## config.mk

```make
export PLATFORM = sky130hd
export DESIGN_NAME = nfc_host_regs
export DESIGN_NICKNAME = d
export VERILOG_FILES = /design/src/rtl/nfc_pkg.sv /design/src/rtl/nfc_wbuf.sv /design/src/rtl/nfc_strobe.sv /design/src/rtl/nfc_host_regs.sv
export SDC_FILE = /design/constraint.sdc
export NUM_CORES = 1
export LEC_CHECK = 0
export ABC_AREA = 1
export BUFFER_PORTS_ARGS = -buffer_cell sky130_fd_sc_hd__buf_2
export CAP_MARGIN = 20
export CORE_MARGIN = 4
export CORE_UTILIZATION = 54
export DETAILED_ROUTE_END_ITERATION = 8
export PLACE_DENSITY = 0.85
export SYNTH_ARGS = -nofsm -noshare
export SYNTH_HDL_FRONTEND = slang
export SYNTH_SLANG_ARGS = --single-unit
```

## constraint.sdc

```tcl
create_clock -name clk -period 2 [get_ports clk]
set_input_delay 0.3 -clock clk [delete_from_list [all_inputs] [get_ports clk]]
set_output_delay 0.3 -clock clk [all_outputs]
set_load 0.005 [all_outputs]
```

## src/rtl/nfc_pkg.sv

```systemverilog
package nfc_pkg;
  localparam int BYTE_W = 8;

  typedef enum logic [1:0] {
    CYC_CMD  = 2'd0,
    CYC_ADDR = 2'd1,
    CYC_DATA = 2'd2,
    CYC_READ = 2'd3
  } cyc_e;

  typedef struct packed {
    cyc_e              kind;
    logic [BYTE_W-1:0] data;
  } wb_entry_t;

  typedef enum logic [1:0] {
    SQ_IDLE   = 2'd0,
    SQ_STROBE = 2'd1,
    SQ_HOLD   = 2'd2
  } sq_e;

  localparam logic [3:0] REG_CTRL = 4'd0;
  localparam logic [3:0] REG_STAT = 4'd1;
  localparam logic [3:0] REG_IST  = 4'd2;
  localparam logic [3:0] REG_CMD  = 4'd3;
  localparam logic [3:0] REG_ADR  = 4'd4;
  localparam logic [3:0] REG_WDAT = 4'd5;
  localparam logic [3:0] REG_RREQ = 4'd6;
  localparam logic [3:0] REG_RDAT = 4'd7;
  localparam logic [3:0] REG_PAGE = 4'd8;
  localparam logic [3:0] REG_RST  = 4'd9;
endpackage

```

## src/rtl/nfc_wbuf.sv

```systemverilog
module nfc_wbuf
  import nfc_pkg::*;
#(
  parameter int DEPTH = 4
) (
  input  logic      clk,
  input  logic      rst_n,
  input  logic      push,
  input  wb_entry_t din,
  input  logic      pop,
  output wb_entry_t head,
  output logic      empty,
  output logic      full
);
  localparam int PW = (DEPTH > 1) ? $clog2(DEPTH) : 1;
  localparam int CW = $clog2(DEPTH + 1);

  wb_entry_t         mem_q [DEPTH];
  logic [PW-1:0]     wp_q, wp_d, rp_q, rp_d;
  logic [CW-1:0]     cnt_q, cnt_d;
  logic              do_push, do_pop;

  assign empty = (cnt_q == '0);
  assign full  = (cnt_q == CW'(DEPTH));
  assign head  = mem_q[rp_q];

  always_comb begin
    do_push = push && !full;
    do_pop  = pop && !empty;
    wp_d    = wp_q;
    rp_d    = rp_q;
    if (do_push) wp_d = (wp_q == PW'(DEPTH - 1)) ? '0 : wp_q + 1'b1;
    if (do_pop)  rp_d = (rp_q == PW'(DEPTH - 1)) ? '0 : rp_q + 1'b1;
    cnt_d = cnt_q + CW'(do_push) - CW'(do_pop);
  end

  always_ff @(posedge clk or negedge rst_n) begin
    if (!rst_n) begin
      wp_q  <= '0;
      rp_q  <= '0;
      cnt_q <= '0;
    end else begin
      wp_q  <= wp_d;
      rp_q  <= rp_d;
      cnt_q <= cnt_d;
    end
  end

  always_ff @(posedge clk) begin
    if (do_push) mem_q[wp_q] <= din;
  end

  p_count_bound_r5: assert property (@(posedge clk) disable iff (!rst_n)
    cnt_q <= CW'(DEPTH));
  p_full_no_growth_r5: assert property (@(posedge clk) disable iff (!rst_n)
    full |=> (cnt_q <= $past(cnt_q)));
endmodule

```

## src/rtl/nfc_strobe.sv

```systemverilog
module nfc_strobe
  import nfc_pkg::*;
#(
  parameter int DLY_W = 4
) (
  input  logic             clk,
  input  logic             rst_n,
  input  logic             avail,
  input  wb_entry_t        head,
  input  logic [DLY_W-1:0] wr_dly,
  input  logic [DLY_W-1:0] rd_dly,
  input  logic [7:0]       nd_din,
  output logic             pop,
  output logic             done,
  output cyc_e             done_kind,
  output logic [7:0]       rd_byte,
  output logic             nd_cle,
  output logic             nd_ale,
  output logic             nd_we_n,
  output logic             nd_re_n,
  output logic             nd_oe,
  output logic [7:0]       nd_dout
);
  sq_e              st_q, st_d;
  logic [DLY_W-1:0] cnt_q, cnt_d;
  wb_entry_t        cur_q;
  logic [7:0]       rb_q;
  logic             cap_en;
  logic             busy;

  always_comb begin
    st_d   = st_q;
    cnt_d  = cnt_q;
    pop    = 1'b0;
    done   = 1'b0;
    cap_en = 1'b0;
    case (st_q)
      SQ_IDLE: begin
        if (avail) begin
          pop   = 1'b1;
          st_d  = SQ_STROBE;
          cnt_d = (head.kind == CYC_READ) ? rd_dly : wr_dly;
        end
      end
      SQ_STROBE: begin
        if (cnt_q == '0) begin
          done   = 1'b1;
          st_d   = SQ_HOLD;
          cap_en = (cur_q.kind == CYC_READ);
        end else begin
          cnt_d = cnt_q - 1'b1;
        end
      end
      default: st_d = SQ_IDLE;
    endcase
  end

  always_ff @(posedge clk or negedge rst_n) begin
    if (!rst_n) begin
      st_q  <= SQ_IDLE;
      cnt_q <= '0;
      cur_q <= '0;
      rb_q  <= '0;
    end else begin
      st_q  <= st_d;
      cnt_q <= cnt_d;
      if (pop)    cur_q <= head;
      if (cap_en) rb_q  <= nd_din;
    end
  end

  assign busy      = (st_q != SQ_IDLE);
  assign done_kind = cur_q.kind;
  assign rd_byte   = rb_q;
  assign nd_cle    = busy && (cur_q.kind == CYC_CMD);
  assign nd_ale    = busy && (cur_q.kind == CYC_ADDR);
  assign nd_oe     = busy && (cur_q.kind != CYC_READ);
  assign nd_we_n   = !((st_q == SQ_STROBE) && (cur_q.kind != CYC_READ));
  assign nd_re_n   = !((st_q == SQ_STROBE) && (cur_q.kind == CYC_READ));
  assign nd_dout   = cur_q.data;

  p_strobe_end_hold_r2: assert property (@(posedge clk) disable iff (!rst_n)
    (st_q == SQ_STROBE && cnt_q == '0) |=> (st_q == SQ_HOLD));
  p_hold_one_clock_r2: assert property (@(posedge clk) disable iff (!rst_n)
    (st_q == SQ_HOLD) |=> (st_q == SQ_IDLE));
endmodule

```

## src/rtl/nfc_host_regs.sv

```systemverilog
module nfc_host_regs
  import nfc_pkg::*;
#(
  parameter int DEPTH      = 4,
  parameter int PAGE_BYTES = 512,
  parameter int DLY_W      = 4
) (
  input  logic       clk,
  input  logic       rst_n,
  input  logic       bus_valid,
  output logic       bus_ready,
  input  logic       bus_write,
  input  logic [3:0] bus_addr,
  input  logic [7:0] bus_wdata,
  output logic [7:0] bus_rdata,
  output logic       nd_cle,
  output logic       nd_ale,
  output logic       nd_we_n,
  output logic       nd_re_n,
  output logic       nd_oe,
  output logic [7:0] nd_dout,
  input  logic [7:0] nd_din,
  input  logic       nd_rb
);
  localparam int CTL_W = 2 * DLY_W;
  localparam int PCW   = (PAGE_BYTES > 1) ? $clog2(PAGE_BYTES) : 1;

  logic             is_w;
  logic             sel_ctrl, sel_ist, sel_page, sel_rst;
  logic             push;
  wb_entry_t        push_e, head_e;
  logic             wb_empty, wb_full, sq_pop, sq_done;
  cyc_e             sq_kind;
  logic [7:0]       rd_byte;

  logic [CTL_W-1:0] ctrl_q;
  logic [4:0]       ist_q, ist_d, ist_set;
  logic             rb_s1_q, rb_s2_q, rb_s3_q, was_empty_q;
  logic             rst_pend_q;
  logic             wr_pend_q, wr_pend_d, rd_pend_q, rd_pend_d;
  logic [PCW-1:0]   wcnt_q, wcnt_d, rcnt_q, rcnt_d;
  logic             wr_hit, wr_last, rd_hit, rd_last;

  assign bus_ready = 1'b1;

  always_comb begin
    is_w     = bus_valid && bus_write;
    sel_ctrl = is_w && (bus_addr == REG_CTRL);
    sel_ist  = is_w && (bus_addr == REG_IST);
    sel_page = is_w && (bus_addr == REG_PAGE);
    sel_rst  = is_w && (bus_addr == REG_RST);
    push     = is_w && ((bus_addr == REG_CMD) || (bus_addr == REG_ADR) ||
                        (bus_addr == REG_WDAT) || (bus_addr == REG_RREQ));
    push_e.data = bus_wdata;
    case (bus_addr)
      REG_CMD:  push_e.kind = CYC_CMD;
      REG_ADR:  push_e.kind = CYC_ADDR;
      REG_WDAT: push_e.kind = CYC_DATA;
      default:  push_e.kind = CYC_READ;
    endcase
  end

  nfc_wbuf #(.DEPTH(DEPTH)) u_wbuf (
    .clk   (clk),
    .rst_n (rst_n),
    .push  (push),
    .din   (push_e),
    .pop   (sq_pop),
    .head  (head_e),
    .empty (wb_empty),
    .full  (wb_full)
  );

  nfc_strobe #(.DLY_W(DLY_W)) u_strobe (
    .clk       (clk),
    .rst_n     (rst_n),
    .avail     (!wb_empty),
    .head      (head_e),
    .wr_dly    (ctrl_q[DLY_W-1:0]),
    .rd_dly    (ctrl_q[CTL_W-1:DLY_W]),
    .nd_din    (nd_din),
    .pop       (sq_pop),
    .done      (sq_done),
    .done_kind (sq_kind),
    .rd_byte   (rd_byte),
    .nd_cle    (nd_cle),
    .nd_ale    (nd_ale),
    .nd_we_n   (nd_we_n),
    .nd_re_n   (nd_re_n),
    .nd_oe     (nd_oe),
    .nd_dout   (nd_dout)
  );

  // Page progress: counted only while pending, cleared by the reset register
  always_comb begin
    wr_hit  = sq_done && (sq_kind == CYC_DATA) && wr_pend_q && !rst_pend_q;
    rd_hit  = sq_done && (sq_kind == CYC_READ) && rd_pend_q && !rst_pend_q;
    wr_last = wr_hit && (wcnt_q == PCW'(PAGE_BYTES - 1));
    rd_last = rd_hit && (rcnt_q == PCW'(PAGE_BYTES - 1));

    if (rst_pend_q || wr_last) wcnt_d = '0;
    else if (wr_hit)           wcnt_d = wcnt_q + 1'b1;
    else                       wcnt_d = wcnt_q;
    if (rst_pend_q || rd_last) rcnt_d = '0;
    else if (rd_hit)           rcnt_d = rcnt_q + 1'b1;
    else                       rcnt_d = rcnt_q;

    wr_pend_d = (sel_page && bus_wdata[1]) ? 1'b1 : (wr_last ? 1'b0 : wr_pend_q);
    rd_pend_d = (sel_page && bus_wdata[0]) ? 1'b1 : (rd_last ? 1'b0 : rd_pend_q);
  end

  // Sticky event flags: write-1-to-clear, a new event wins
  always_comb begin
    ist_set    = '0;
    ist_set[0] = rb_s2_q && !rb_s3_q;
    ist_set[1] = push && wb_full;
    ist_set[2] = wb_empty && !was_empty_q;
    ist_set[3] = sq_done && (sq_kind == CYC_READ);
    ist_set[4] = wr_last;
    ist_d      = (sel_ist ? (ist_q & ~bus_wdata[4:0]) : ist_q) | ist_set;
  end

  always_ff @(posedge clk or negedge rst_n) begin
    if (!rst_n) begin
      ctrl_q      <= '0;
      ist_q       <= '0;
      rb_s1_q     <= 1'b1;
      rb_s2_q     <= 1'b1;
      rb_s3_q     <= 1'b1;
      was_empty_q <= 1'b1;
      rst_pend_q  <= 1'b0;
      wr_pend_q   <= 1'b0;
      rd_pend_q   <= 1'b0;
      wcnt_q      <= '0;
      rcnt_q      <= '0;
    end else begin
      if (sel_ctrl) ctrl_q <= bus_wdata[CTL_W-1:0];
      ist_q       <= ist_d;
      rb_s1_q     <= nd_rb;
      rb_s2_q     <= rb_s1_q;
      rb_s3_q     <= rb_s2_q;
      was_empty_q <= wb_empty;
      rst_pend_q  <= sel_rst && bus_wdata[0];
      wr_pend_q   <= wr_pend_d;
      rd_pend_q   <= rd_pend_d;
      wcnt_q      <= wcnt_d;
      rcnt_q      <= rcnt_d;
    end
  end

  always_comb begin
    case (bus_addr)
      REG_CTRL: bus_rdata = 8'(ctrl_q);
      REG_STAT: bus_rdata = {3'b000, wb_empty, rd_pend_q, wr_pend_q, wb_full, rb_s2_q};
      REG_IST:  bus_rdata = {3'b000, ist_q};
      REG_RDAT: bus_rdata = rd_byte;
      REG_RST:  bus_rdata = {7'b0, rst_pend_q};
      default:  bus_rdata = 8'h00;
    endcase
  end

  p_pop_nonempty_r3: assert property (@(posedge clk) disable iff (!rst_n)
    sq_pop |-> !wb_empty);
  p_rdrdy_source_r4: assert property (@(posedge clk) disable iff (!rst_n)
    $rose(ist_q[3]) |-> $past(sq_done && (sq_kind == CYC_READ)));
  p_nb_event_level_r7: assert property (@(posedge clk) disable iff (!rst_n)
    $rose(ist_q[0]) |-> $past(rb_s2_q));
  p_counter_clear_r10: assert property (@(posedge clk) disable iff (!rst_n)
    $past(rst_pend_q) |-> (wcnt_q == '0 && rcnt_q == '0));
  p_ovf_when_full_r5: assert property (@(posedge clk) disable iff (!rst_n)
    $rose(ist_q[1]) |-> $past(wb_full));
endmodule

```

# == Yosys cells after proc, flatten, opt, wreduce, memory -nomap -nowiden ==
# Memory sizes are Yosys's and may differ from the RTL's.
# Index checks and enable logic that the tools add are counted.
# classes
n_addsub,7
n_reduce_logical,52
eq_ne,23
bitwise,3
mux,28
# ops
op,n
$pmux W8 S5,1
$mux W9,4
$logic_and A1 B1 Y1,27
$add A9 B1 Y9 const B,2
$eq A9 B9 Y1 const B,2
$eq A4 B3 Y1 const B,4
$mux W1,12
$mux W4,3
$reduce_bool A2 Y1,6
$eq A2 B2 Y1 const B,5
$eq A4 B2 Y1 const B,2
$eq A4 B4 Y1 const B,2
$logic_not A4 Y1,2
$mux W2,4
$pmux W4 S2,1
$logic_not A1 Y1,7
$ne A2 B2 Y1 const B,3
$pmux W2 S3,1
$and A5 B5 Y5,1
$logic_or A1 B1 Y1,5
$mux W5,1
$not A5 Y5,1
$or A5 B5 Y5,1
$add A2 B1 Y2 const B,2
other kinds (12),14
# totals
output_inout_bits,22
input_bits,25
ramBits,40
reg_bits,69
elab_cells,133
n_memories,1
# mem_list
memory,words,width,rd,rd_clocked_by_memory_dff,write_ports,line_no,source
u_wbuf.mem_q,4,10,1,0,1,nfc_wbuf.sv:18,wb_entry_t mem_q [DEPTH];

# == Logic depth before layout (Yosys ltp) ==
# Gate-level depths: netlist (run 1).
# logic_depth
word_depth,9
mapped_depth,11
depth_no_buf,11

# == Hierarchy ==
# From an unflattened synthesis (run 1), not the netlist that was laid out.
# unflattened
hier_cells,603
area_unflattened_um2,5317.6
# by_module_without_submodules
mod,n_inst,area_per_inst_um2,cells_each,seq_area_each_um2
nfc_host_regs,1,2078.2,284,955.9
nfc_wbuf,1,2073.2,174,1376.3
nfc_strobe,1,1166.1,145,600.6

# == Worst setup path before layout (run 1) ==
# No wires, ideal clock.
# synth_path
kind,reg-to-reg
start,register u_wbuf.cnt_q[1]
end,register u_wbuf.cnt_q[2]
setup_ns,0.129
stages_incl_launch_ff,11
synth_period_minus_slack_ns,2.037
path_buffers,1
setup_slack_ns,-0.037
arrival_ns,1.908
t_required_ns,1.871
path_cell_list,dfrtp_1 inv_1 nand3_1 nand2_1 inv_2 buf_2 ha_1 inv_1 ha_1 fa_1 xor2_1
# synth_via
elab_chain_cells,5
elab_cells_between_ends,10
classes_between,add/sub: 2; eq/ne: 1; mux: 2; reduce/logical: 5
# synth_lines
element,line_no,source
"start, declared",nfc_wbuf.sv:20,"logic [CW-1:0] cnt_q, cnt_d;"
"start signal, assigned",nfc_wbuf.sv:45,cnt_q <= cnt_d;
$logic_not A3 Y1,nfc_wbuf.sv:23,assign empty = (cnt_q == '0);
$mux W1,nfc_strobe.sv:39,if (avail) begin
$mux W1,nfc_strobe.sv:37,case (st_q)
net sq_pop,nfc_host_regs.sv:32,"logic wb_empty, wb_full, sq_pop, sq_done;"
$logic_and A1 B1 Y1,nfc_wbuf.sv:29,do_pop = pop && !empty;
$sub A3 B1 Y3,nfc_wbuf.sv:34,cnt_d = cnt_q + CW'(do_push) - CW'(do_pop);
net u_wbuf.cnt_d[2],nfc_wbuf.sv:20,
# The timed path passes the listed nets, and every way through them passes these cells.
# A chain may end at the register's enable or synchronous reset.

# == Worst setup path in the final report (run 1) ==
# layout_path
start,register u_wbuf.cnt_q[1]
end,output port bus_rdata[4]
# layout_via
elab_chain_cells,2
# layout_lines
element,line_no,source
$logic_not A3 Y1,nfc_wbuf.sv:23,
$pmux W8 S5,nfc_host_regs.sv:152,case (bus_addr)
"end, declared",nfc_host_regs.sv:15,"output logic [7:0] bus_rdata,"
# No other way between the ends.

==> results of run 1 <==
-- worst reg2reg max path, stage by stage (launching register included) --
cell and delay, ns:
dfrtp_1 0.42, inv_2 0.09, nand3_2 0.11, nand2_2 0.09, inv_2 0.04, ha_1 0.27, inv_1 0.04, ha_1 0.19
fa_1 0.37, xor2_1 0.17
-- cell families (layout without fill, tap and decap cells) --
kind of cell / count (synthesis) / in the layout / share of synthesized area, %
XOR/XNOR: 11 / 11 / 1.87
multiplexers: 10 / 10 / 2.16
AND/OR/NAND/NOR: 224 / 224 / 20.3
flip-flops: 109 / 109 / 56.8
buffers and inverters: 85 / 155 / 6.56
AO/OA/AOI/OAI: 81 / 81 / 8.67
adder cells (fa/ha/maj): 14 / 14 / 3.54
other: 1 / 1 / 0.0726
-- registers in the layout, indices dropped and copies added, names as in the netlist, 3 cells and up --
name	count
ctrl_q	8
ist_q	5
rcnt_q	9
u_strobe.cnt_q	4
u_strobe.nd_dout	8
u_strobe.rd_byte	8
u_wbuf.cnt_q	3
u_wbuf.mem_q	40
wcnt_q	9
-- cell type report --
class	count	share of cell area, %
Tap cell	129	2.75
Inverter	74	4.81
Timing Repair Buffer	65	6.65
Clock buffer	11	2.58
Sequential cell	109	49.9
Multi-Input combinational cell	341	32.6
Clock inverter	5	0.703
-- placed cells by master, fill, tap and decap left out, types with 4 or more instances in the layout --
cell	count
nor3_1	4
a31oi_1	9
clkbuf_8	11
nor2_4	4
nor2_1	68
ha_1	13
dfstp_2	4
nand3_1	25
inv_2	6
buf_4	18
xor2_1	8
buf_2	45
nand4_1	7
nand2_1	97
dfrtp_1	65
o21ai_0	51
a21oi_1	12
inv_1	66
edfxtp_1	40
mux2_2	9
nor2_2	6
-- where the power goes --
part | total (uW) | switching [uW] | internal (uW) | leakage [uW]
clock | 1280 | 750 | 533 | 0.0000926
sequential | 3100 | 320 | 2780 | 0.00119
combinational | 2420 | 1480 | 943 | 0.00141
-- worst max-delay path by stage --
| stage | depth (start not counted) | to | from |
|---|---|---|---|
| 4_1_cts | 9 | u_wbuf.cnt_q[2]$_DFF_PN0_ | u_wbuf.cnt_q[1]$_DFF_PN0_ |
| 5_1_grt | 6 | bus_rdata[4] | u_wbuf.cnt_q[1]$_DFF_PN0_ |
| 3_3_place_gp | 9 | u_wbuf.cnt_q[2]$_DFF_PN0_ | u_wbuf.cnt_q[1]$_DFF_PN0_ |
| 3_5_place_dp | 9 | u_wbuf.cnt_q[2]$_DFF_PN0_ | u_wbuf.cnt_q[1]$_DFF_PN0_ |
| 2_1_floorplan | 9 | u_wbuf.cnt_q[2]$_DFF_PN0_ | u_strobe.st_q[1]$_DFFE_PN0P_ |
| 6_report | 6 | bus_rdata[4] | u_wbuf.cnt_q[1]$_DFF_PN0_ |
-- per-stage QoR --
stage | cells | total power [uW] | utilization (%)
2_1_floorplan | 535 | 4770 | -
3_3_place_gp | 716 | 5360 | 60.8
3_5_place_dp | 716 | 5530 | 60.8
4_1_cts | 733 | 6810 | 63.0
5_1_grt | 734 | 7270 | 63.3
6_report | 734 | 6810 | 63.3
-- Yosys cell counts, types with 3 or more instances --
master	number
o21ai_0	51
inv_1	67
edfxtp_1	40
ha_1	13
xor2_1	8
nor2_4	4
inv_2	5
dfstp_2	4
nand2_1	98
nor2_1	71
buf_2	9
nor2_2	3
a31oi_1	9
mux2_2	9
nand4_1	7
nand3_1	26
nor3_1	4
a21oi_1	12
dfrtp_1	65
nor2_8	3
xnor2_1	3
o2111ai_1	3
-- timing repair --
item	4_1_cts	5_1_grt
hold buffers	1	0
endpoints found under the setup margin	0	8
buffers inserted	0	1
resized for setup	0	5
endpoints found under the hold margin	65	0
-- routing by layer --
metal / vias up / share of wire [%] / global-route usage [%] / wire [um]
met4: 0 / 1.8 / 6.57 / 198
li1: 1874 / - / - / -
met3: 20 / 6.0 / 4.23 / 664
met1: 1891 / 43 / 26.9 / 4830
met2: 136 / 49 / 34.1 / 5420
met5: - / 0 / 0 / 0
==> results.sh, run 1 <==
export IMPL_r2r_slack_ns=0.10
export IMPL_fmax_mhz=516
export IMPL_async_flop_share_pct=63.3
export IMPL_grt_max_degree=70
export IMPL_drc=0
export IMPL_cts_buffers=9
export IMPL_ys_ff_latch=109
export IMPL_drtPass1Iterations=5
export IMPL_dieArea_um2=11200
export IMPL_core_rowCount=35
export IMPL_antenna_found_initial=0
export IMPL_arrival_ns=1.64
export IMPL_path_delay_family="compound AO/OA/AOI/OAI gates"
export IMPL_holdPathEnd="rb_s1_q$_DFF_PN1_"
export IMPL_synth_area_leaders="dfrtp_1 31%, edfxtp_1 23%, nand2_1 7.1%, nor2_1 5.2%, o21ai_0 4.9%"
export IMPL_wire_per_inst_um=15.1
export IMPL_clkLatencyLatePin_ns=0.37
export IMPL_whs_ns=0.0341
export IMPL_track_usage_pct=20.4
export IMPL_dp_slack_ns=0.0948
export IMPL_cp_buffers_inverters=2
export IMPL_cp_cell_sequence="inv_2 -> nand3_2 -> o21ai_0 -> a21oi_1 -> o21ai_0 -> buf_2"
export IMPL_yosysTopAreaCell="dfrtp_1"
export IMPL_status="finished, final reports clean"
export IMPL_setup_tns_ns=0
export IMPL_drive_above_1_share_pct=20.8
export IMPL_synth_avg_cell_area_um2=9.65
export IMPL_port_buffer_count=45
export IMPL_grt_pass1_vias=3866
export IMPL_die_y_um=106
export IMPL_cp_slowest_stage_delay_ns=0.42
export IMPL_syn_area_um2=5160
export IMPL_cp_end_kind="output pin"
export IMPL_clk_pin_slew_ns=0.10
export IMPL_routed_wirelength_um=11100
export IMPL_clock_path_buffers=2
export IMPL_cts_tree="yes"
export IMPL_leakage_uw=0.00269
export IMPL_r2r_end="u_wbuf.cnt_q[2]$_DFF_PN0_"
export IMPL_fill_cells=717
export IMPL_viasPerCell=5.34
export IMPL_cts_sinks=109
export IMPL_ys_seq_area_share_pct=56.8
export IMPL_io_pins=47
export IMPL_rsz0062_at_grt="true"
export IMPL_gp_congestion=0.843
export IMPL_syn_inst=535
export IMPL_initial_utilization_pct=55.6
export IMPL_synth_edf_count=40
export IMPL_synth_cell_types=38
export IMPL_maxCapViolCount=0
export IMPL_min_path_type="input pin to flop"
export IMPL_design_area_um2=5870
export IMPL_reg2reg_from="u_wbuf.cnt_q[1]$_DFF_PN0_"
export IMPL_ys_warn_count=0
export IMPL_grt_overflow=0
export IMPL_cp_data_required_time_ns=1.70
export IMPL_worst_slack_ns=0.0621
export IMPL_htreeDepth=3
export IMPL_p_per_area_nw_per_um2=1160
export IMPL_synth_ff_type="dfrtp_1"
export IMPL_maxSlewViolCount=0
export IMPL_skew_ns=0.0153
export IMPL_die_x_um=106
export IMPL_drtIter0Drc=239
export IMPL_path_class="flop to output pin"
export IMPL_peakVddDrop_mv=0.498
export IMPL_fin_crit_sh_pct=96.9
export IMPL_multi_input_area_um2=1910
export IMPL_cp_start_kind="flop"
export IMPL_antenna_violating_nets_post_route=0
export IMPL_placed_cell_area_um2=5650
export IMPL_syn_to_final_growth_pct=13.7
export IMPL_cp_max_fo=4
export IMPL_reg2reg_depth=9
export IMPL_crit_slowest_cell="dfrtp_1"
export IMPL_finalHoldViolations=0
export IMPL_ff_latch_area_um2=2930
export IMPL_setup_viol=0
export IMPL_yosys_area_top_type_share_pct=31.5
export IMPL_fin_nets=639
export IMPL_root_buffer="clkbuf_8"
export IMPL_via_count=3921
export IMPL_holdPathStages=1
export IMPL_antenna_cells=0
export IMPL_grt_pass1_wl_um=18300
export IMPL_hold_start="nd_rb"
export IMPL_syn_nets=574
export IMPL_min_period_ns=1.94
export IMPL_path_common_cell="o21ai_0"
export IMPL_dp_hpwl_um=8160
export IMPL_core_um2=9280
No activity file was read; power rests on OpenSTA's default activity.
==> run 2: changes to the inputs <==
--- a/config.mk
+++ b/config.mk
@@ -11,6 +11,7 @@
 export CORE_MARGIN = 4
 export CORE_UTILIZATION = 54
 export DETAILED_ROUTE_END_ITERATION = 8
+export HOLD_SLACK_MARGIN = 0.06
 export PLACE_DENSITY = 0.85
 export SYNTH_ARGS = -nofsm -noshare
 export SYNTH_HDL_FRONTEND = slang
==> results.sh, run 2 (synthesized netlist as in run 1, its figures left out) <==
export IMPL_status="finished, final reports clean"
export IMPL_cts_buffers=9
export IMPL_fin_crit_sh_pct=96.7
export IMPL_core_rowCount=35
export IMPL_final_cell_count_no_fill=735
export IMPL_placed_cell_area_um2=5650
export IMPL_whs_ns=0.155
export IMPL_clkLatencyLatePin_ns=0.37
export IMPL_gp_congestion=0.843
export IMPL_grt_max_degree=70
export IMPL_core_um2=9280
export IMPL_via_count=3912
export IMPL_maxSlewViolCount=0
export IMPL_cts_tree="yes"
export IMPL_peakVddDrop_mv=0.496
export IMPL_antenna_cells=0
export IMPL_routed_wirelength_um=11100
export IMPL_drtPass1Iterations=5
export IMPL_antenna_found_initial=0
export IMPL_maxCapViolCount=0
export IMPL_place_inst=716
export IMPL_track_usage_pct=20.5
export IMPL_design_area_um2=5880
export IMPL_p_per_area_nw_per_um2=1160
export IMPL_arrival_ns=1.63
export IMPL_path_class="flop to output pin"
export IMPL_grt_pass1_vias=3868
export IMPL_cts_sinks=109
export IMPL_drive_above_1_share_pct=20.8
export IMPL_die_x_um=106
export IMPL_root_buffer="clkbuf_8"
export IMPL_clock_path_buffers=2
export IMPL_cp_start_kind="flop"
export IMPL_path_delay_family="compound AO/OA/AOI/OAI gates"
export IMPL_top_register="u_wbuf.mem_q"
export IMPL_htreeDepth=3
export IMPL_die_y_um=106
export IMPL_initial_utilization_pct=55.6
export IMPL_reg_top3="u_wbuf.mem_q x40, rcnt_q x9, wcnt_q x9"
export IMPL_rsz0062_at_grt="true"
export IMPL_path_common_cell="o21ai_0"
export IMPL_antenna_violating_nets_post_route=0
export IMPL_final_common_cell="nand2_1"
export IMPL_largest_reg_flops=40
export IMPL_dieArea_um2=11200
export IMPL_crit_slowest_cell="dfrtp_1"
export IMPL_cp_cell_sequence="inv_2 -> nand3_2 -> o21ai_0 -> a21oi_1 -> o21ai_0 -> buf_2"
export IMPL_setup_viol=0
export IMPL_drc=0
export IMPL_min_path_type="input pin to flop"
export IMPL_wire_per_inst_um=15.1
export IMPL_io_pins=47
export IMPL_grt_overflow=0
export IMPL_cp_end_kind="output pin"
export IMPL_syn_to_final_growth_pct=13.9
export IMPL_dp_hpwl_um=8160
export IMPL_cp_max_fo=4
export IMPL_drtIter0Drc=243
export IMPL_fill_cells=715
export IMPL_clk_pin_slew_ns=0.10
export IMPL_mostFrequentLayoutCells="97 x nand2_1, 68 x nor2_1, 66 x inv_1"
export IMPL_cp_slowest_stage_delay_ns=0.42
export IMPL_setup_tns_ns=0
export IMPL_fmax_mhz=517
export IMPL_grt_pass1_wl_um=18400
export IMPL_cp_data_required_time_ns=1.70
export IMPL_cp_buffers_inverters=2
export IMPL_p_total_uw=6810
export IMPL_viasPerCell=5.32
export IMPL_skew_ns=0.0147
export IMPL_leakage_uw=0.00269
export IMPL_min_period_ns=1.93
export IMPL_fin_nets=640
export IMPL_finalHoldViolations=0
export IMPL_port_buffer_count=45
==> run 2: area by class of cell <==
| class | count | area, um2 | share of cell area [%] |
|---|---|---|---|
| repair buffers | 66 | 400 | 6.80 |
| multi-input cells | 341 | 1910 | 32.5 |
| clock inverters | 5 | 41.3 | 0.702 |
| flip-flops and latches | 109 | 2930 | 49.8 |
| well taps | 129 | 161 | 2.74 |
| clock buffers | 11 | 151 | 2.57 |
| inverters | 74 | 283 | 4.81 |
==> run 2: what timing repair did <==
item,CTS,global route
hold endpoints to repair,66,0
endpoints found under the setup margin,0,8
setup buffers,0,1
gates resized for setup,0,5
hold buffers,2,0
==> run 2: per-layer routing <==
| layer | global-route usage, % | vias up | part of all wire [%] |
|---|---|---|---|
| met5 | 0 | - | 0 |
| met4 | 6.57 | 0 | 1.9 |
| met3 | 4.23 | 18 | 6.3 |
| met2 | 34.2 | 142 | 48 |
| met1 | 26.8 | 1873 | 43 |
| li1 | - | 1879 | - |
==> run 2: path summary, 6_finish.rpt <==
path	to	startpoint	slack, ns	depth (start not counted)
worst max-delay path	bus_rdata[4]	u_wbuf.cnt_q[1]$_DFF_PN0_	0.07	6
worst min-delay path	u_strobe.rd_byte[0]$_DFFE_PN0P_	nd_din[0]	0.16	2
worst max register to register	u_wbuf.cnt_q[2]$_DFF_PN0_	u_wbuf.cnt_q[1]$_DFF_PN0_	0.10	9
worst min register to register	rb_s2_q$_DFF_PN1_	rb_s1_q$_DFF_PN1_	0.36	0
max in group asynchronous	rb_s1_q$_DFF_PN1_	rst_n	1.16	3
min in group asynchronous	wcnt_q[2]$_DFFE_PN0P_	rst_n	0.46	3
==> run 2: per-stage QoR <==
step	setup slack (ns)	utilization (%)
final	0.0660	63.4
after global routing	-0.0150	63.4
after CTS	0.0687	63.1
after detailed placement	0.0948	60.8
after global placement	0.161	60.8
after floorplan	0.00999	-
==> run 2: power breakdown <==
part | total (uW) | leakage [uW] | switching, uW | internal, uW
clock network | 1290 | 0.0000926 | 753 | 533
registers | 3100 | 0.00119 | 320 | 2780
logic | 2420 | 0.00141 | 1470 | 944
==> run 2: worst reg2reg max path: cells and delay by family (launching register included) <==
family        cells  cell delay, ns
fa+ha+maj         3            0.82
flops             1            0.42
simple gates      2            0.20
buf+inv           3            0.17
xor+xnor          1            0.17
==> run 3: changes to the inputs <==
--- a/config.mk
+++ b/config.mk
@@ -5,14 +5,15 @@
 export SDC_FILE = /design/constraint.sdc
 export NUM_CORES = 1
 export LEC_CHECK = 0
-export ABC_AREA = 1
 export BUFFER_PORTS_ARGS = -buffer_cell sky130_fd_sc_hd__buf_2
 export CAP_MARGIN = 20
 export CORE_MARGIN = 4
-export CORE_UTILIZATION = 54
+export CORE_UTILIZATION = 55
+export CTS_BUF_LIST = sky130_fd_sc_hd__clkbuf_8
+export CTS_CLUSTER_DIAMETER = 60
 export DETAILED_ROUTE_END_ITERATION = 8
 export HOLD_SLACK_MARGIN = 0.06
-export PLACE_DENSITY = 0.85
+export PLACE_DENSITY = 0.87
 export SYNTH_ARGS = -nofsm -noshare
 export SYNTH_HDL_FRONTEND = slang
 export SYNTH_SLANG_ARGS = --single-unit
==> results.sh, run 3 <==
export IMPL_status="complete, but fails checks"
export IMPL_violations="setup timing"
export IMPL_syn_area_um2=5020
export IMPL_synth_ff_type="dfrtp_1"
export IMPL_synth_edf_count=40
export IMPL_intPower_uw=4680
export IMPL_skew_ns=0.0207
export IMPL_cts_buffers=9
export IMPL_final_cell_count_no_fill=628
export IMPL_io_pins=47
export IMPL_fin_nets=554
export IMPL_grt_met3_usage_pct=3.98
export IMPL_largest_reg_flops=40
export IMPL_cp_max_fo=4
export IMPL_drc=0
export IMPL_htreeDepth=3
export IMPL_grtUsageMet2_pct=38.3
export IMPL_synth_area_leaders="dfrtp_1 32%, edfxtp_1 24%, nand2_1 4.6%, mux2_2 4.5%, mux4_2 4.5%"
export IMPL_grt_overflow=0
export IMPL_die_x_um=104
export IMPL_core_um2=8810
export IMPL_syn_nets=455
export IMPL_core_rowCount=34
export IMPL_grt_pass1_wl_um=19900
export IMPL_synth_commonest_cells="65 x dfrtp_1, 62 x nand2_1, 40 x edfxtp_1"
export IMPL_leakage_uw=0.00269
export IMPL_dieArea_um2=10700
export IMPL_antenna_cells=0
export IMPL_clkLatencyLatePin_ns=0.40
export IMPL_ys_seq_area_share_pct=58.4
export IMPL_synth_compound_area_share_pct=9.84
export IMPL_viasPerCell=6.19
export IMPL_root_buffer="clkbuf_8"
export IMPL_cp_data_required_time_ns=2.32
export IMPL_syn_to_final_growth_pct=24.5
export IMPL_wire_per_inst_um=20.2
export IMPL_ys_ff_latch=109
export IMPL_maxSlewViolCount=0
export IMPL_clock_path_buffers=2
export IMPL_worst_slack_ns=-0.267
export IMPL_clk_pin_slew_ns=0.13
export IMPL_cts_tree="yes"
export IMPL_async_flop_share_pct=63.3
export IMPL_fin_crit_sh_pct=113
export IMPL_finalHoldViolations=0
export IMPL_power_frac_seq_pct=42.5
export IMPL_mostFrequentLayoutCells="64 x dfrtp_1, 61 x nand2_1, 49 x buf_4"
export IMPL_setup_viol=16
export IMPL_clkPwrFrac_pct=18.9
export IMPL_rsz0062_at_grt="true"
export IMPL_power_switching_uw=2660
export IMPL_yosys_area_top_type_share_pct=32.4
export IMPL_final_common_cell="dfrtp_1"
export IMPL_yosysMostFrequentCell="dfrtp_1"
export IMPL_track_usage_pct=23.0
export IMPL_gp_congestion=0.892
export IMPL_arrival_ns=2.59
export IMPL_drtPass1Iterations=5
export IMPL_grt_pass1_vias=3916
export IMPL_top_register="u_wbuf.mem_q"
export IMPL_fill_cells=542
export IMPL_synth_fa_ha_area_share_pct=3.64
export IMPL_worstMarginPinSlew_ns=0.563
export IMPL_synth_area_mux_share_pct=10.2
export IMPL_setup_tns_ns=-2.34
export IMPL_slew_limit_headroom_pct=62.4
export IMPL_grt_busiest_layer="met2"
export IMPL_routed_wirelength_um=12700
export IMPL_cp_end_kind="flop"
export IMPL_syn_inst=416
export IMPL_combinationalPowerShare_pct=38.5
export IMPL_die_y_um=104
export IMPL_place_inst=599
export IMPL_antenna_violating_nets_post_route=0
export IMPL_synth_cell_types=57
export IMPL_peakVddDrop_mv=0.637
export IMPL_synth_top_family_by_area="simple AND/OR/NAND/NOR gates"
export IMPL_fin_util_pct=71.0
export IMPL_p_per_area_nw_per_um2=1170
export IMPL_cts_sinks=109
export IMPL_cp_start_kind="flop"
export IMPL_initial_utilization_pct=57.0
export IMPL_reg_top3="u_wbuf.mem_q x40, rcnt_q x9, wcnt_q x9"
export IMPL_dp_hpwl_um=8440
export IMPL_via_count=3887
export IMPL_grt_max_degree=29
export IMPL_min_period_ns=2.27
export IMPL_path_class="flop to flop"
export IMPL_synth_simple_area_share_pct=14.6
export IMPL_synthXorXnorAreaFrac_pct=0.523
export IMPL_swShare_pct=36.3
export IMPL_use_met1_pct=30.0
export IMPL_ys_warn_count=0
export IMPL_port_buffer_count=45
export IMPL_yosysTopAreaCell="dfrtp_1"
export IMPL_fmax_mhz=441
export IMPL_drtIter0Drc=361
export IMPL_maxCapViolCount=0
export IMPL_synth_avg_cell_area_um2=12.1
export IMPL_min_path_type="input pin to flop"
export IMPL_drive_above_1_share_pct=38.8
export IMPL_p_total_uw=7340
export IMPL_antenna_found_initial=0
==> run 3: changes by cell type after synthesis, sizes merged, moves of 10 or more <==
cell / before / now
and3: 0 / 10
clkbuf: 1 / 13
inv: 74 / 16
mux2: 9 / 20
mux4: 0 / 10
nand2: 104 / 62
nand3: 27 / 10
nor2: 81 / 15
o21ai: 55 / 19
==> run 3: timing repair <==
item	CTS	global route
cloned	2	0
hold buffers	2	0
pin swaps	16	8
setup endpoints to repair	22	29
endpoints found under the hold margin	18	0
buffers inserted	7	4
resized for setup	19	27
==> run 3: path summary, 6_finish.rpt <==
path	cells after the start	endpoint	start	slack, ns
min in group asynchronous	2	u_strobe.rd_byte[3]$_DFFE_PN0P_	rst_n	0.41
max	10	wcnt_q[6]$_DFFE_PN0P_	wcnt_q[0]$_DFFE_PN0P_	-0.27
min reg2reg	0	rb_s2_q$_DFF_PN1_	rb_s1_q$_DFF_PN1_	0.37
max in group asynchronous	3	u_wbuf.cnt_q[2]$_DFF_PN0_	rst_n	1.03
min	2	u_strobe.rd_byte[7]$_DFFE_PN0P_	nd_din[7]	0.12
max reg2reg	10	wcnt_q[6]$_DFFE_PN0P_	wcnt_q[0]$_DFFE_PN0P_	-0.27
==> run 3: cell families (layout without fill, tap and decap cells) <==
group           after synthesis  count (layout)
simple gates                146             146
fa+ha+maj                    14              14
compound gates               72              72
flops                       109             109
xor+xnor                      3               3
mux                          36              36
other cells                   1               1
buf+inv                      35             139
==> run 3: area by class of cell <==
| class | instances | area [um2] | area share (%) |
|---|---|---|---|
| Inverter | 16 | 62.6 | 1.00 |
| Tap cell | 108 | 135 | 2.16 |
| Sequential cell | 109 | 2930 | 46.9 |
| Multi-Input combinational cell | 272 | 2140 | 34.2 |
| Clock inverter | 7 | 82.6 | 1.32 |
| Timing Repair Buffer | 107 | 772 | 12.4 |
| Clock buffer | 9 | 124 | 1.98 |
==> run 3: critical path, stage by stage (launching register included) <==
cell and delay [ns]:
dfrtp_1 0.42, ha_2 0.20, and3_4 0.18, and3_4 0.17, and3_4 0.17, ha_4 0.16
inv_2 0.05, nand4_1 0.17, buf_4 0.22, or3b_4 0.36, a21oi_2 0.11
==> run 3: per-stage QoR <==
step | setup slack (ns) | area [um2] | hold WS, ns
3_5_place_dp | -0.284 | 5800 | 0.329
4_1_cts | -0.207 | 6130 | 0.116
2_1_floorplan | -0.297 | 5140 | 0.00441
3_3_place_gp | -0.186 | 5800 | 0.313
6_report | -0.267 | 6250 | 0.118
5_1_grt | -0.326 | 6250 | 0.120
==> run 3: per-layer routing <==
| layer | vias to the layer above | share of wire [%] |
|---|---|---|
| li1 | 1720 | - |
| met1 | 1915 | 39 |
| met2 | 210 | 50 |
| met3 | 42 | 6.8 |
| met4 | 0 | 3.7 |
| met5 | - | 0 |
==> run 3: power groups by stage <==
| stage | Sequential (uW) | Combinational (uW) | Clock, uW |
|---|---|---|---|
| finish | 3120 | 2830 | 1390 |
| global route | 3180 | 3060 | 1490 |
| CTS | 3090 | 2630 | 1410 |
| detailed placement | 3140 | 2500 | 0 |
| global placement | 3110 | 2330 | 0 |
| floorplan | 3080 | 1590 | 0 |
